--- config.mk ---
export PLATFORM = sky130hd
export DESIGN_NAME = addr_gen_top
export DESIGN_NICKNAME = d
export VERILOG_FILES = /design/src/rtl/addr_gen_pkg.sv /design/src/rtl/addr_gen_penalty.sv /design/src/rtl/addr_gen_direct.sv /design/src/rtl/addr_gen_fetch.sv /design/src/rtl/addr_gen_top.sv
export SDC_FILE = /design/constraint.sdc
export NUM_CORES = 1
export LEC_CHECK = 0
export ABC_AREA = 0
export BUFFER_PORTS_ARGS = -buffer_cell sky130_fd_sc_hd__buf_4
export CAP_MARGIN = 10
export CORE_AREA = 2 2 117 119
export DETAILED_ROUTE_END_ITERATION = 6
export DIE_AREA = 0 0 119 121
export PLACE_DENSITY_LB_ADDON = 0.08
export SLEW_MARGIN = 5
export SYNTH_ARGS = -nofsm -noshare
export SYNTH_HDL_FRONTEND = slang
export SYNTH_SLANG_ARGS = --single-unit
--- constraint.sdc ---
create_clock -name clk -period 8.4 [get_ports clk]
set_clock_uncertainty 0.15 [all_clocks]
set_input_delay 1.26 -clock clk [delete_from_list [all_inputs] [get_ports clk]]
set_output_delay 1.26 -clock clk [all_outputs]
set_load 0.03 [all_outputs]
--- src/rtl/addr_gen_pkg.sv ---
package addr_gen_pkg;
    localparam int ADDR_W = 16;
    localparam int DATA_W = 8;
    localparam int XC_W   = 2;
    localparam int MODE_W = 4;

    typedef enum logic [MODE_W-1:0] {
        AM_ZP   = 4'd0,
        AM_ZPX  = 4'd1,
        AM_ZPY  = 4'd2,
        AM_ABS  = 4'd3,
        AM_ABSX = 4'd4,
        AM_ABSY = 4'd5,
        AM_INDX = 4'd6,
        AM_INDY = 4'd7,
        AM_REL  = 4'd8
    } amode_e;

    typedef enum logic [1:0] {
        FS_IDLE,
        FS_LO,
        FS_HI,
        FS_LAST
    } fstate_e;

    function automatic logic is_indirect(input logic [MODE_W-1:0] m);
        return (m == AM_INDX) || (m == AM_INDY);
    endfunction

    function automatic logic page_differs(input logic [ADDR_W-1:0] a,
                                          input logic [ADDR_W-1:0] b);
        return a[ADDR_W-1:DATA_W] != b[ADDR_W-1:DATA_W];
    endfunction
endpackage

--- src/rtl/addr_gen_penalty.sv ---
module addr_gen_penalty
    import addr_gen_pkg::*;
(
    input  logic [ADDR_W-1:0] base,
    input  logic [DATA_W-1:0] idx,
    input  logic              elig,
    output logic [ADDR_W-1:0] sum,
    output logic              pen
);
    localparam int PAD_W = ADDR_W - DATA_W;

    always_comb begin
        sum = base + {{PAD_W{1'b0}}, idx};
        pen = elig && page_differs(base, sum);
    end
endmodule

--- src/rtl/addr_gen_direct.sv ---
module addr_gen_direct
    import addr_gen_pkg::*;
(
    input  logic [MODE_W-1:0] mode,
    input  logic [DATA_W-1:0] op_lo,
    input  logic [DATA_W-1:0] op_hi,
    input  logic [DATA_W-1:0] idx_x,
    input  logic [DATA_W-1:0] idx_y,
    input  logic [ADDR_W-1:0] pc,
    input  logic              pen_ok,
    input  logic              br_taken,
    output logic [ADDR_W-1:0] ea,
    output logic [XC_W-1:0]   extra,
    output logic [ADDR_W-1:0] ptr_addr
);
    localparam int PAD_W = ADDR_W - DATA_W;

    logic [ADDR_W-1:0] abs_base;
    logic [DATA_W-1:0] abs_idx;
    logic [ADDR_W-1:0] abs_sum;
    logic              abs_pen;
    logic [DATA_W-1:0] zp_x;
    logic [DATA_W-1:0] zp_y;
    logic [ADDR_W-1:0] br_base;
    logic [ADDR_W-1:0] br_tgt;

    assign abs_base = {op_hi, op_lo};
    assign abs_idx  = (mode == AM_ABSY) ? idx_y : idx_x;

    addr_gen_penalty u_abs_pen (
        .base (abs_base),
        .idx  (abs_idx),
        .elig (pen_ok),
        .sum  (abs_sum),
        .pen  (abs_pen)
    );

    always_comb begin
        zp_x    = op_lo + idx_x;
        zp_y    = op_lo + idx_y;
        br_base = pc + 16'd1;
        br_tgt  = br_base + {{PAD_W{op_lo[DATA_W-1]}}, op_lo};
        ptr_addr = {{PAD_W{1'b0}}, (mode == AM_INDX) ? zp_x : op_lo};
        ea    = abs_base;
        extra = '0;
        case (amode_e'(mode))
            AM_ZP:   ea = {{PAD_W{1'b0}}, op_lo};
            AM_ZPX:  ea = {{PAD_W{1'b0}}, zp_x};
            AM_ZPY:  ea = {{PAD_W{1'b0}}, zp_y};
            AM_ABS:  ea = abs_base;
            AM_ABSX, AM_ABSY: begin
                ea    = abs_sum;
                extra = {1'b0, abs_pen};
            end
            AM_REL: begin
                if (br_taken) begin
                    ea    = br_tgt;
                    extra = page_differs(br_base, br_tgt) ? 2'd2 : 2'd1;
                end else begin
                    ea = br_base;
                end
            end
            default: ea = abs_base;
        endcase
    end
endmodule

--- src/rtl/addr_gen_fetch.sv ---
module addr_gen_fetch
    import addr_gen_pkg::*;
(
    input  logic              clk,
    input  logic              rst,
    input  logic              go,
    input  logic [ADDR_W-1:0] ptr_addr,
    input  logic [DATA_W-1:0] rd_data,
    output logic              rd_req,
    output logic [ADDR_W-1:0] rd_addr,
    output logic [ADDR_W-1:0] word,
    output logic              word_ok,
    output logic              busy
);
    fstate_e           st_q;
    logic [ADDR_W-1:0] ptr_q;
    logic [DATA_W-1:0] lo_q;

    always_ff @(posedge clk) begin
        if (rst) begin
            st_q  <= FS_IDLE;
            ptr_q <= '0;
            lo_q  <= '0;
        end else begin
            case (st_q)
                FS_IDLE: if (go) begin
                    st_q  <= FS_LO;
                    ptr_q <= ptr_addr;
                end
                FS_LO:   st_q <= FS_HI;
                FS_HI: begin
                    lo_q <= rd_data;
                    st_q <= FS_LAST;
                end
                default: st_q <= FS_IDLE;
            endcase
        end
    end

    always_comb begin
        rd_req  = (st_q == FS_LO) || (st_q == FS_HI);
        rd_addr = (st_q == FS_HI) ? ptr_q + 16'd1 : ptr_q;
        word    = {rd_data, lo_q};
        word_ok = (st_q == FS_LAST);
        busy    = (st_q != FS_IDLE);
    end
endmodule

--- src/rtl/addr_gen_top.sv ---
module addr_gen_top
    import addr_gen_pkg::*;
(
    input  logic        clk,
    input  logic        rst,
    input  logic        start,
    input  logic [3:0]  mode,
    input  logic [7:0]  op_lo,
    input  logic [7:0]  op_hi,
    input  logic [7:0]  idx_x,
    input  logic [7:0]  idx_y,
    input  logic [15:0] pc,
    input  logic        pen_ok,
    input  logic        br_taken,
    output logic        busy,
    output logic        rd_req,
    output logic [15:0] rd_addr,
    input  logic [7:0]  rd_data,
    output logic        done,
    output logic [15:0] ea,
    output logic [1:0]  extra_cyc
);
    logic              accept;
    logic [ADDR_W-1:0] dir_ea;
    logic [XC_W-1:0]   dir_extra;
    logic [ADDR_W-1:0] ptr_addr;
    logic [ADDR_W-1:0] word;
    logic              word_ok;
    logic [ADDR_W-1:0] post_sum;
    logic              post_pen;
    logic [MODE_W-1:0] mode_q;
    logic [DATA_W-1:0] y_q;
    logic              pen_q;

    assign accept = start && !busy;

    addr_gen_direct u_direct (
        .mode     (mode),
        .op_lo    (op_lo),
        .op_hi    (op_hi),
        .idx_x    (idx_x),
        .idx_y    (idx_y),
        .pc       (pc),
        .pen_ok   (pen_ok),
        .br_taken (br_taken),
        .ea       (dir_ea),
        .extra    (dir_extra),
        .ptr_addr (ptr_addr)
    );

    addr_gen_fetch u_fetch (
        .clk      (clk),
        .rst      (rst),
        .go       (accept && is_indirect(mode)),
        .ptr_addr (ptr_addr),
        .rd_data  (rd_data),
        .rd_req   (rd_req),
        .rd_addr  (rd_addr),
        .word     (word),
        .word_ok  (word_ok),
        .busy     (busy)
    );

    addr_gen_penalty u_post_pen (
        .base (word),
        .idx  (y_q),
        .elig (pen_q),
        .sum  (post_sum),
        .pen  (post_pen)
    );

    always_ff @(posedge clk) begin
        if (rst) begin
            done      <= 1'b0;
            ea        <= '0;
            extra_cyc <= '0;
            mode_q    <= '0;
            y_q       <= '0;
            pen_q     <= 1'b0;
        end else begin
            done <= 1'b0;
            if (accept) begin
                mode_q <= mode;
                y_q    <= idx_y;
                pen_q  <= pen_ok;
                if (!is_indirect(mode)) begin
                    done      <= 1'b1;
                    ea        <= dir_ea;
                    extra_cyc <= dir_extra;
                end
            end
            if (word_ok) begin
                done <= 1'b1;
                if (mode_q == AM_INDY) begin
                    ea        <= post_sum;
                    extra_cyc <= {1'b0, post_pen};
                end else begin
                    ea        <= word;
                    extra_cyc <= '0;
                end
            end
        end
    end
endmodule

==> results.md <==
* Leakage at 0.002868 uW
* Top cell family by delay on the critical path: compound AO/OA/AOI/OAI gates
* # H-tree levels at 2
* CTS tree: done
* Crit Path Max Fanout at 10
* HP Class: register to register
* Num ports at 102
* Wire per inst at 17.96 um
* Slowest cell on the critical path: and3_1
* First-pass GRT wire length at 29230 um
* Pwr Density at 124.8 nW/um2
* Nets@finish at 961
* Tmin final at 4839 ps
* Final hold vios at 0
* Max clock buf depth at 2
* Cell area after layout at 6775 um2
* Worst setup SP type: primary input
* Ys Warns at 0
* Vias at 5984
* Number of detailed-route iterations in the first pass at 5
* Total gr overflow at 0
* Overall Global Routing Usage at 25.36%
* CP Capture Type: register
* Arr. time, crit path at 4850 ps
* Most frequent CP cell: a21o_1
* Initial DRC count at 376
* EDFF count, synth at 0
* Total die area at 14400 um2
* Worst setup margin at 3561 ps
* Clock slew at reported path FFs at 70 ps
* Final wirelength at 18230 um
* Fin crit share at 57.60%
* RSZ-0062 raised after global routing: no
* Max cap viols at 0
* Synthesis-stage register bit count at 50
* Num CTS Buffers at 5
* Vias/cell at 5.896
* Syn avg cell area at 7.581 um2
* Synth Flop Type: dfxtp_1
* Cell Chain, Critical Path: buf_4 -> nor2_1 -> and3_1 -> mux2_2 -> ha_1 -> a21o_1 -> a21o_1 -> a211oi_1 -> o21ai_0 -> nand3_1 -> nor3_1 -> a2111oi_0 -> o32ai_1
* Skew-Pair Late Insertion Delay at 300 ps
* Clock sinks at 50
* Status: completed
* Power Total at 845.5 uW
* Peak supply drop at 0.00007674 V
* Post-synthesis cell type count at 72
* Vias in the first global route at 5630
* Sequential area share after synthesis at 17.26%
* RePlAce Congestion at 0.8415
* Die Width at 119 um
* Synth-to-layout area growth at 16.83%
* Worst slack at placement at 3311 ps
* Register-to-register setup slack at 5220 ps
* Initial antenna violation count at 0
* Worst slew margin at 28.61%
* ANT cells at 0
* Mapped Cells at 765
* Post-synth ARST share at 0%
* CP peak stage delay at 480 ps
* Largest net degree at the start of global routing at 51
* Achievable Freq at 206.7 MHz
* CP required at 8410 ps
* CTS-repair resized insts at 0
* Max-slew violation count at 0
* Crit path kind: primary input to register
* Buf/Inv on CP at 1
* Post-Syn Area at 5799 um2
* Port Buffers at 94
* Standard cell core area at 13090 um2
* Setup TNS Final at 0 ps
* # Post-CTS Setup Buffers at 0
* Commonest non-fill, non-tap cells in the layout: buf_4, nand2_1, nor2_1
* DP HPWL at 14650 um
* Hold_buf cts at 0
* Commonest non-fill, non-tap cell in the layout: buf_4
* Std-Cell Rows at 42
* Fillcell total at 1310
* Setup Viol. Count Final at 0
* Placed cell area at 6609 um2
* Detail Route Antenna Nets at 0
* Layout cells sized above 1 at 15.97%
* CTS Root Cell: clkbuf_16
* Die height at 121 um
* Initial Util at 44.32%
* DRC errors left at 0
* Slew @ Worst Pin at 1067 ps
worst reg2reg max path, stage by stage (launching register included):
cell and delay, ps:
dfxtp_1 360, ha_1 180, inv_1 60, fa_1 400, nor2b_1 110, o21ai_0 120
a21boi_0 260, o21ai_0 230, a211oi_1 480, nand3_1 160, xor2_1 170, a2111oi_0 380
routing by layer:
layer  share of wire (%)  global-route usage, %  vias to the layer above  routed length [um]
met3                 5.4                  2.350                       25                 983
met2                  47                  43.10                      194                8587
met5                   0                      0                        -                   0
li1                    -                      -                     2942                   -
met1                  46                  34.66                     2823                8329
met4                 1.8                  6.250                        0                 329
power by group:
| group | internal (uW) | switching [uW] |
|---|---|---|
| combinational | 145 | 207 |
| clock | 141 | 92.4 |
| sequential | 251 | 9.85 |
cell families (layout without fill, tap and decap cells):
| kind of cell | count (synthesis) | after routing | share of synthesized area (%) |
|---|---|---|---|
| compound gates | 239 | 239 | 27.27 |
| other cells | 1 | 7 | 0.06466 |
| buf+inv | 71 | 139 | 5.049 |
| mux | 25 | 25 | 4.466 |
| xor+xnor | 63 | 63 | 10.87 |
| fa+ha+maj | 58 | 58 | 13.16 |
| simple gates | 258 | 258 | 21.86 |
| flops | 50 | 50 | 17.26 |
state kept, by name (all words and copies together), names as in the netlist:
register / flops
extra_cyc: 2
pen_q: 1
mode_q: 4
y_q: 8
done: 1
u_fetch.lo_q: 8
ea: 16
u_fetch.ptr_q: 8
u_fetch.st_q: 2
final timing paths:
kind              cells past startpoint   endpoint             from
setup / recovery                     13     ea[11]          mode[1]
hold / removal                        2  mode_q[0]        mode_q[0]
setup reg to reg                     11     ea[10]  u_fetch.lo_q[0]
hold reg to reg                       2  mode_q[0]        mode_q[0]
per-stage QoR:
step / utilization [%] / instances / hold slack [ps]
after CTS: 51.78 / 1015 / 311.4
final: 51.78 / 1015 / 310.3
after detailed placement: 50.51 / 1007 / 301.6
after global placement: 50.51 / 1007 / 293.2
after floorplan: - / 771 / 281.1
after global routing: 51.78 / 1015 / 329.7
synthesized netlist by cell type, types with 3 or more instances:
cell / count / share of area [%]
and4_1: 3 / 0.45
nand2b_1: 4 / 0.43
xnor2_1: 34 / 5.1
o21ai_0: 44 / 3.8
and2_1: 6 / 0.65
xnor3_1: 4 / 1.6
o21bai_1: 6 / 0.78
o31ai_1: 7 / 0.91
o221ai_1: 3 / 0.45
clkbuf_1: 28 / 1.8
a21o_1: 17 / 2.2
nand3_1: 15 / 1.3
buf_4: 7 / 0.91
nor2b_1: 7 / 0.76
nand2_1: 80 / 5.2
a211o_1: 3 / 0.45
o211ai_1: 7 / 0.91
and3_1: 12 / 1.3
a211oi_1: 22 / 2.8
nor3_1: 23 / 2.0
mux2_2: 7 / 1.4
inv_1: 32 / 2.1
or3_1: 4 / 0.43
xor2_1: 23 / 3.5
nor2_1: 69 / 4.5
or2_2: 6 / 0.65
o22ai_1: 7 / 0.76
buf_1: 3 / 0.19
a2111oi_0: 8 / 1.2
a21oi_1: 66 / 5.7
a31oi_1: 11 / 1.2
fa_1: 5 / 1.7
nand4_1: 10 / 1.1
mux2i_1: 18 / 3.1
ha_1: 53 / 11
dfxtp_1: 50 / 17
o21a_1: 6 / 0.78
nand3b_1: 5 / 0.65
final cells by class:
cell class	count	area, um2	share of cell area (%)
Multi-Input combinational cell	650	4528	66.83
Sequential cell	50	1001	14.77
Timing Repair Buffer	98	735.7	10.86
Tap cell	176	220.2	3.250
Clock buffer	6	128.9	1.902
Inverter	33	123.9	1.828
Clock inverter	2	37.54	0.5540
No activity file was read; power rests on OpenSTA's default activity.
